`config.mk`:
```
export PLATFORM = sky130hd
export DESIGN_NAME = local_irq_timer
export DESIGN_NICKNAME = d
export VERILOG_FILES = /design/src/rtl/lit_pkg.sv /design/src/rtl/lit_rst_sync.sv /design/src/rtl/lit_div_decode.sv /design/src/rtl/lit_prescaler.sv /design/src/rtl/lit_down_counter.sv /design/src/rtl/lit_cfg_regs.sv /design/src/rtl/local_irq_timer.sv
export SDC_FILE = /design/constraint.sdc
export NUM_CORES = 1
export LEC_CHECK = 0
export CORE_ASPECT_RATIO = 1.4
export CORE_MARGIN = 10
export CORE_UTILIZATION = 30
export CTS_CLUSTER_DIAMETER = 60
export DETAILED_ROUTE_END_ITERATION = 12
export SLEW_MARGIN = 30
export SYNTH_ARGS = -nofsm -noshare
export SYNTH_HDL_FRONTEND = slang
export SYNTH_HIERARCHICAL = 1
export SYNTH_SLANG_ARGS = --single-unit
export TNS_END_PERCENT = 100
```
`constraint.sdc`:
```
create_clock -name clk -period 4.9 [get_ports clk]
set_clock_uncertainty 0.2 [all_clocks]
set_input_delay 0.49 -clock clk [delete_from_list [all_inputs] [get_ports clk]]
set_output_delay 0.49 -clock clk [all_outputs]
set_load 0.01 [all_outputs]
```
`src/rtl/lit_pkg.sv`:
```
package lit_pkg;
  localparam int REG_W   = 32;
  localparam int CODE_W  = 3;
  localparam int PRE_W   = (1 << CODE_W) - 1;

  localparam logic [REG_W-1:0] DIV_KEEP   = 32'h0000_000B;
  localparam logic [REG_W-1:0] ENTRY_KEEP = 32'h0003_10FF;
  localparam logic [REG_W-1:0] SPUR_KEEP  = 32'h0000_03FF;
  localparam logic [REG_W-1:0] ENTRY_RST  = 32'h0001_0000;
  localparam logic [REG_W-1:0] SPUR_RST   = 32'h0000_00FF;

  localparam int MASK_BIT   = 16;
  localparam int PERIOD_BIT = 17;
  localparam int SWEN_BIT   = 8;

  typedef logic [CODE_W-1:0] shift_t;

  function automatic shift_t code_to_shift(input logic [3:0] code);
    shift_t packed_code;
    packed_code = {code[3], code[1:0]};
    return shift_t'(packed_code + shift_t'(1));
  endfunction
endpackage

```
`src/rtl/lit_rst_sync.sv`:
```
module lit_rst_sync (
  input  logic clk,
  input  logic rst_n,
  output logic rst_sync_n
);
  logic [1:0] sync_q;
  logic [1:0] sync_d;

  always_comb begin
    sync_d = {sync_q[0], 1'b1};
  end

  always_ff @(posedge clk or negedge rst_n) begin
    if (!rst_n) sync_q <= 2'b00;
    else        sync_q <= sync_d;
  end

  assign rst_sync_n = sync_q[1];
endmodule

```
`src/rtl/lit_div_decode.sv`:
```
module lit_div_decode
  import lit_pkg::*;
(
  input  logic [3:0]       code,
  output logic [PRE_W-1:0] div_last
);
  shift_t           shift;
  logic [PRE_W:0]   pow;

  always_comb begin
    shift    = code_to_shift(code);
    pow      = (PRE_W+1)'(1) << shift;
    div_last = PRE_W'(pow - (PRE_W+1)'(1));
  end
endmodule

```
`src/rtl/lit_prescaler.sv`:
```
module lit_prescaler
  import lit_pkg::*;
(
  input  logic             clk,
  input  logic             rst_n,
  input  logic             bus_tick,
  input  logic             restart,
  input  logic [PRE_W-1:0] div_last,
  output logic             div_tick
);
  logic [PRE_W-1:0] pre_q;
  logic [PRE_W-1:0] pre_d;
  logic             pre_en;

  always_comb begin
    div_tick = bus_tick && (pre_q >= div_last);
    pre_en   = restart || bus_tick;
    if (restart)       pre_d = '0;
    else if (div_tick) pre_d = '0;
    else               pre_d = pre_q + PRE_W'(1);
  end

  always_ff @(posedge clk or negedge rst_n) begin
    if (!rst_n)      pre_q <= '0;
    else if (pre_en) pre_q <= pre_d;
  end
endmodule

```
`src/rtl/lit_down_counter.sv`:
```
module lit_down_counter #(
  parameter int CNT_W = 32
) (
  input  logic             clk,
  input  logic             rst_n,
  input  logic             load,
  input  logic [CNT_W-1:0] load_val,
  input  logic             div_tick,
  input  logic             periodic,
  output logic             expire,
  output logic [CNT_W-1:0] count,
  output logic [CNT_W-1:0] reload_val
);
  logic [CNT_W-1:0] cnt_q, cnt_d;
  logic [CNT_W-1:0] init_q;
  logic             run_q, run_d;
  logic             step;

  always_comb begin
    step   = run_q && div_tick && !load;
    expire = step && (cnt_q == CNT_W'(1));
    cnt_d  = cnt_q;
    run_d  = run_q;
    if (load) begin
      cnt_d = load_val;
      run_d = (load_val != '0);
    end else if (expire) begin
      if (periodic) begin
        cnt_d = init_q;
      end else begin
        cnt_d = '0;
        run_d = 1'b0;
      end
    end else if (step) begin
      cnt_d = cnt_q - CNT_W'(1);
    end
  end

  always_ff @(posedge clk or negedge rst_n) begin
    if (!rst_n) begin
      cnt_q <= '0;
      run_q <= 1'b0;
    end else if (load || step) begin
      cnt_q <= cnt_d;
      run_q <= run_d;
    end
  end

  always_ff @(posedge clk or negedge rst_n) begin
    if (!rst_n)    init_q <= '0;
    else if (load) init_q <= load_val;
  end

  assign count      = cnt_q;
  assign reload_val = init_q;
endmodule

```
`src/rtl/lit_cfg_regs.sv`:
```
module lit_cfg_regs
  import lit_pkg::*;
(
  input  logic             clk,
  input  logic             rst_n,
  input  logic             div_wr,
  input  logic             entry_wr,
  input  logic             spur_wr,
  input  logic [REG_W-1:0] wr_data,
  output logic [3:0]       div_code,
  output logic [REG_W-1:0] entry,
  output logic [REG_W-1:0] spur
);
  logic [3:0]       code_q, code_d;
  logic [REG_W-1:0] entry_q, entry_d;
  logic [REG_W-1:0] spur_q, spur_d;
  logic             sw_off_now;
  logic             sw_off_wr;
  logic             entry_en;

  always_comb begin
    code_d     = 4'(wr_data & DIV_KEEP);
    spur_d     = wr_data & SPUR_KEEP;
    sw_off_now = !spur_q[SWEN_BIT];
    sw_off_wr  = spur_wr && !wr_data[SWEN_BIT];
    entry_en   = entry_wr || sw_off_wr;
    entry_d    = entry_wr ? (wr_data & ENTRY_KEEP) : entry_q;
    if ((entry_wr && sw_off_now) || sw_off_wr)
      entry_d[MASK_BIT] = 1'b1;
  end

  always_ff @(posedge clk or negedge rst_n) begin
    if (!rst_n)      code_q <= '0;
    else if (div_wr) code_q <= code_d;
  end

  always_ff @(posedge clk or negedge rst_n) begin
    if (!rst_n)        entry_q <= ENTRY_RST;
    else if (entry_en) entry_q <= entry_d;
  end

  always_ff @(posedge clk or negedge rst_n) begin
    if (!rst_n)       spur_q <= SPUR_RST;
    else if (spur_wr) spur_q <= spur_d;
  end

  assign div_code = code_q;
  assign entry    = entry_q;
  assign spur     = spur_q;
endmodule

```
`src/rtl/local_irq_timer.sv`:
```
module local_irq_timer
  import lit_pkg::*;
#(
  parameter int CNT_W = 32,
  parameter int VEC_W = 8
) (
  input  logic             clk,
  input  logic             rst_n,
  input  logic             bus_tick,
  input  logic             div_wr,
  input  logic             init_wr,
  input  logic             entry_wr,
  input  logic             spur_wr,
  input  logic [31:0]      wr_data,
  output logic [31:0]      div_rd,
  output logic [CNT_W-1:0] init_rd,
  output logic [CNT_W-1:0] count_rd,
  output logic [31:0]      entry_rd,
  output logic [31:0]      spur_rd,
  output logic             irq_req,
  output logic [VEC_W-1:0] irq_vec
);
  logic             rst_sync_n;
  logic [3:0]       div_code;
  logic [PRE_W-1:0] div_last;
  logic             div_tick;
  logic             expire;
  logic             irq_q, irq_d;
  logic [VEC_W-1:0] vec_q;

  lit_rst_sync u_rst (
    .clk        (clk),
    .rst_n      (rst_n),
    .rst_sync_n (rst_sync_n)
  );

  lit_cfg_regs u_cfg (
    .clk      (clk),
    .rst_n    (rst_sync_n),
    .div_wr   (div_wr),
    .entry_wr (entry_wr),
    .spur_wr  (spur_wr),
    .wr_data  (wr_data),
    .div_code (div_code),
    .entry    (entry_rd),
    .spur     (spur_rd)
  );

  lit_div_decode u_dec (
    .code     (div_code),
    .div_last (div_last)
  );

  lit_prescaler u_pre (
    .clk      (clk),
    .rst_n    (rst_sync_n),
    .bus_tick (bus_tick),
    .restart  (init_wr),
    .div_last (div_last),
    .div_tick (div_tick)
  );

  lit_down_counter #(.CNT_W(CNT_W)) u_cnt (
    .clk        (clk),
    .rst_n      (rst_sync_n),
    .load       (init_wr),
    .load_val   (wr_data[CNT_W-1:0]),
    .div_tick   (div_tick),
    .periodic   (entry_rd[PERIOD_BIT]),
    .expire     (expire),
    .count      (count_rd),
    .reload_val (init_rd)
  );

  always_comb begin
    irq_d = expire && !entry_rd[MASK_BIT];
  end

  always_ff @(posedge clk or negedge rst_sync_n) begin
    if (!rst_sync_n) irq_q <= 1'b0;
    else             irq_q <= irq_d;
  end

  always_ff @(posedge clk or negedge rst_sync_n) begin
    if (!rst_sync_n) vec_q <= '0;
    else if (expire) vec_q <= entry_rd[VEC_W-1:0];
  end

  assign div_rd  = {28'b0, div_code};
  assign irq_req = irq_q;
  assign irq_vec = vec_q;
endmodule

```
# Word level (Yosys, flattened, before mapping)
# Cells that the tools add are included.
# totals
input_bits	39
output_inout_bits	169
regBits	107
word_cells	53
# classes
mux	11
addsub	4
n_reduce_logical	23
eq_ne	2
n_shift	1
magnitude_cmp	1
# op_table
op	count
$mux 32	4
$eq 32x1->1 const B	1
$reduce_bool 32->1	1
$sub 32x1->32 const B	1
$mux 17	1
$mux 7	2
$add 7x1->7 const B	1
$ge 7x7->1	1
$logic_and 1x1->1	7
$shl 1x3->7 const A	1
$sub 7x1->7 const B	1
$reduce_and 2->1	3
$logic_not 1->1	4
$logic_or 1x1->1	4
$mux 1	4
$reduce_bool 2->1	2
$add 3x1->3 const B	1
$reduce_and 3->1	1
$reduce_bool 3->1	1
$ne 2x2->1 const B	1

# Logic depth before layout (Yosys ltp)
# depth
depth_word	10
depth_mapped	18

# Modules after synthesis
# The synthesis kept the hierarchy.
# modules_own_cells
mod	instances	area_per_inst_um2	seq_area_each_um2	cells_each
lit_down_counter	1	3794.9	1626.6	399
lit_cfg_regs	1	1318.8	611.8	98
lit_prescaler	1	594.3	175.2	63
local_irq_timer	1	576.8	225.2	48
lit_div_decode	1	155.1	0.0	20
lit_rst_sync	1	53.8	50.0	3

# Worst setup path after synthesis
# OpenSTA, ideal clock, no wires.
# synth_timing
kind	reg-to-reg
start	register u_cfg.code_q[1] (netlist: u_cfg/div_code[1])
end	register u_cnt.cnt_q[6] (netlist: u_cnt/count[6])
path_stages_with_launch	17
arrival_time_ns	3.697
setup_time_ns	0.083
path_buffers	2
t_required_ns	4.617
setup_slack_ns	0.921
period_less_slack_ns	3.979
path_cell_list	dfrtp_1 -> buf_4 -> or3_4 -> ha_1 -> nand4bb_1 -> o211ai_2 -> inv_1 -> ha_1 -> and4_4 -> a21oi_4 -> nor2b_4 -> and3b_1 -> nand4_1 -> nor3_2 -> buf_2 -> mux2_2 -> o21ai_0
# synth_via
elab_chain_cells	10
# synth_rtl
element	line_no	text
start, declared	lit_cfg_regs.sv:14	logic [3:0] code_q, code_d;
start signal, assigned	lit_cfg_regs.sv:34	else if (div_wr) code_q <= code_d;
$add 3x1->3 *	lit_pkg.sv:21	return shift_t'(packed_code + shift_t'(1));
$shl 1x3->7 *	lit_div_decode.sv:12	pow = (PRE_W+1)'(1) << shift;
$sub 7x1->7 *	lit_div_decode.sv:13	div_last = PRE_W'(pow - (PRE_W+1)'(1));
named net div_last[6]	local_irq_timer.sv:25	logic [PRE_W-1:0] div_last;
$ge 7x7->1 *	lit_prescaler.sv:16	div_tick = bus_tick && (pre_q >= div_last);
$logic_and 1x1->1 *	lit_prescaler.sv:16	
named net div_tick	local_irq_timer.sv:26	logic div_tick;
$logic_and 1x1->1 * (2 in a row)	lit_down_counter.sv:20	step = run_q && div_tick && !load;
$logic_and 1x1->1	lit_down_counter.sv:21	expire = step && (cnt_q == CNT_W'(1));
$reduce_bool 3->1 (no source line) or $mux 32 (tied branches)	-	
$reduce_and 2->1 (no source line) or $mux 32 (tied branches)	-	
end signal, assigned	lit_down_counter.sv:44	cnt_q <= cnt_d;
end, declared	lit_down_counter.sv:14	logic [CNT_W-1:0] cnt_q, cnt_d;
# The timed path passes the listed nets; every way through them passes the cells marked *.
# A chain may end at the register's enable or synchronous reset.

# Worst setup path after layout
# layout_timing
start	register u_cfg.code_q[1] (netlist: u_cfg/div_code[1])
end	register u_cnt.cnt_q[13] (netlist: u_cnt/count[13])
# Same word-level chain as after synthesis.

==> run_results.csv <==
group,metric,value,unit
power_and_ir_drop,power.switching,703,uW
yosys,ys_ff_latch,107,
place,gp_congestion,0.842,
cts,root_buffer,"clkbuf_16",
cts,hold_buffers,0,
floorplanning,ios,208,
place,dp_hpwl,16100,um
power_and_ir_drop,p_leak,3.32,nW
power_and_ir_drop,p_sw_share,30.3,%
yosys,synth_edf_count,0,
final_layout,fill_cells,2123,
yosys,synth_area,0.00649,mm^2
yosys,synthFlopType,"dfrtp_1",
worst_setup_path,crit_path_cell_trace,"or3_4 -> ha_1 -> nand4bb_1 -> o211ai_2 -> inv_1 -> ha_1 -> and4_4 -> a21oi_4 -> nor2b_4 -> and3b_1 -> nand4_1 -> o31ai_4 -> o21ai_0 -> a22o_1",
worst_setup_path,slowest_stage,"o31ai_4",
power_and_ir_drop,combPwrFrac,23.2,%
place,place_ws,608,ps
worst_setup_path,worstPathRequired,4950,ps
sta,setup_viol_count_final,0,
final_layout,post-route-util,38.1,%
power_and_ir_drop,cellPowerDensity,286,mW/mm^2
job,max-cap-violations,0,
final_layout,layout.cells.non_filler,1019,
worst_setup_path,path_class,"register to register",
power_and_ir_drop,seq_power_share,46.1,%
cts,tritoncts,"built",
detailed_routing,first_pass_iters,5,
grt,gr-total-overflow,0,
floorplanning,die_height,194,um
floorplanning,rows,63,
final_layout,nets,804,
detailed_routing,final_antenna_net_count,0,
worst_setup_path,crit_path_max_fanout,12,
floorplanning,start_util,30.5,%
worst_setup_path,worstPathArrival,4390,ps
final_layout,multi_input_area,0.00326,mm^2
cts,clk_latency,350,ps
worst_setup_path,r2r_start,"u_cfg/div_code[1]$_DFFE_PN0P_",
cts,cts.path.max_buffers,2,
sta,setup_ws,557,ps
grt,antenna_found_initial,0,
sta,tns,0,ps
grt,grtUsageTotal,14.7,%
sta,period_minus_slack,4340,ps
worst_setup_path,crit_family,"simple AND/OR/NAND/NOR gates",
min_path,hold_path.class,"input port to asynchronous set/reset pin",
sta,finalHoldViolations,0,
power_and_ir_drop,pwr-share-clk,30.7,%
power_and_ir_drop,internal_power,1.62,mW
detailed_routing,via_per_inst,5.13,
worst_setup_path,path_common_cell,"ha_1",
detailed_routing,drc,0,
yosys,synth.avg_cell_area,10.3,um^2
worst_setup_path,worstSetupEndpointType,"register",
grt,first_global_vias,5366,
cts,cts_max_level,3,
detailed_routing,wl_per_cell,20.8,um
worst_setup_path,cp_slowest_stage_delay,620,ps
cts,cts_resized,0,
final_layout,antenna_cells,0,
worst_setup_path,crit_path_start,"u_cfg/div_code[1]$_DFFE_PN0P_",
yosys,synthCells,631,
yosys,ys.warnings.count,6,
detailed_routing,drt_iter0_markers,332,
cts,cts_made_buffers,9,
detailed_routing,vias,5232,
outcome,status,"finished clean",
floorplanning,die_x,144,um
sta,drv_slew,0,
grt,grt_max_degree,45,
final_layout,seqCellArea,0.00269,mm^2
yosys,synth_cell_types,80,
floorplanning,coreArea,0.0213,mm^2
power_and_ir_drop,power.total,2.32,mW
cts,clk_pin_slew,70,ps
final_layout,post_route_cells_drive_above_1_share,16.7,%
detailed_routing,finalWirelength,21200,um
worst_setup_path,crit_buf_inv,1,
sta,relSlewSlack,43.9,%
grt,grt_pass1_wl,32100,um
final_layout,syn2layout_area_growth,24.9,%
yosys,yosysSeqAreaShare,41.4,%
yosys,async_flop_share,100,%
final_layout,final_cell_mix,"clkdlybuf4s50_1, dfrtp_1, conb_1, nand2_1, mux2_2",
final_layout,final_common_cell,"clkdlybuf4s50_1",
cts,numClockSinks,107,
power_and_ir_drop,peakVddDrop,0.177,mV
sta,fmax,230,MHz
sta,worst_pin_slew,839,ps
place,portBuffers,135,
cts,cts_setup_buffers,0,
sta,grt_setup_unrepaired,"false",
place,dp.cells,1003,
worst_setup_path,cp-start-kind,"register",
sta,period_share,88.6,%
floorplanning,fp.dieArea,0.0280,mm^2
-- routing by layer --
layer | track usage [%] | wire, um
met4 | 5.09 | 443
met1 | 17.1 | 8260
met2 | 25.0 | 10600
met3 | 4.04 | 1910
met5 | 0 | 0
-- synth_stat cells (3+ instances only) --
cell / n / share of area, %
o22ai_1: 3 / 0.29
mux2_2: 33 / 5.7
o311ai_0: 3 / 0.40
nor4_1: 20 / 1.9
clkbuf_1: 15 / 0.87
buf_4: 75 / 8.7
ha_1: 11 / 2.1
nand2b_1: 3 / 0.29
mux2i_1: 4 / 0.62
buf_6: 5 / 0.87
xor2_1: 5 / 0.67
o21ai_0: 25 / 1.9
or4_1: 11 / 1.3
a21o_1: 3 / 0.35
dfrtp_1: 98 / 38
or4_4: 3 / 0.52
o31a_1: 6 / 0.81
xnor2_1: 5 / 0.67
a22oi_1: 15 / 1.7
nor2_1: 25 / 1.4
nand4_1: 14 / 1.3
buf_1: 4 / 0.23
buf_2: 5 / 0.39
conb_1: 3 / 0.17
o41ai_1: 3 / 0.40
mux2_4: 26 / 6.0
nand3_1: 21 / 1.6
or3_1: 6 / 0.58
a22o_1: 7 / 0.94
a31oi_1: 4 / 0.39
or2_2: 4 / 0.39
o31ai_1: 4 / 0.46
nand2_1: 35 / 2.0
nor2b_1: 4 / 0.39
inv_1: 25 / 1.4
nor3_2: 5 / 0.77
a21oi_1: 15 / 1.2
nor3_1: 15 / 1.2
dfstp_2: 9 / 3.6
-- sequential cells by signal, indices dropped and copies added (netlist names) --
signal            flops
irq_req               1
irq_vec               8
u_cfg/div_code        3
u_cfg/entry          11
u_cfg/spur           10
u_cnt/count          32
u_cnt/reload_val     32
u_cnt/run_q           1
u_pre/pre_q           7
u_rst/sync_q          2
-- worst reg2reg max path, stage by stage (launching register included) --
cell and delay [ps]:
dfrtp_1 500, or3_4 430, ha_1 260, nand4bb_1 220, o211ai_2 80, inv_1 60
ha_1 340, and4_4 250, a21oi_4 90, nor2b_4 230, and3b_1 250, nand4_1 250
o31ai_4 620, o21ai_0 200, a22o_1 250
-- power groups by stage --
stage / Combinational (mW) / Clock (mW) / Sequential, mW
2_1_floorplan: 0.282 / 0 / 1.10
3_3_place_gp: 0.526 / 0 / 1.09
3_5_place_dp: 0.540 / 0 / 1.09
4_1_cts: 0.543 / 0.737 / 1.07
5_1_grt: 0.585 / 0.772 / 1.09
6_report: 0.538 / 0.712 / 1.07
-- stage by stage --
stage,hold slack (ps),instance area [um^2]
after floorplan,-5.59,6760
after global placement,136,7800
after detailed placement,106,7830
after CTS,75.8,8110
after global routing,78.4,8110
final,86.0,8110
-- logic make-up after synthesis --
group,share of synthesized area (%)
DFF,41.4
xor gates and xnor gates,1.35
other,0.173
muxes,12.4
AOI/OAI and AO/OA,12.7
and+or+nand+nor,17.3
adders and majority gates,2.12
buffers and inverters,12.6
-- worst paths after layout --
kind | endpoint | slack (ps) | cells past startpoint
setup / recovery | u_cnt/count[13]$_DFFE_PN0P_ | 560 | 14
setup reg to reg | u_cnt/count[13]$_DFFE_PN0P_ | 560 | 14
max in group asynchronous | u_cfg/spur[3]$_DFFE_PN1P_ | 3600 | 1
hold reg to reg | u_cnt/count[15]$_DFFE_PN0P_ | 90 | 0
min in group clk | u_rst/sync_q[1]$_DFF_PN0_ | 160 | 0
hold / removal | u_rst/sync_q[1]$_DFF_PN0_ | 90 | 1
-- final cells by class --
cell class / instances / area share [%]
multi-input combinational: 463 / 40.1
sequential: 107 / 33.2
tap: 260 / 4.01
inverter: 25 / 1.16
timing repair buffer: 148 / 18.0
clock buffer: 13 / 3.21
clock inverter: 3 / 0.262
(Power assumes the default switching activity.)
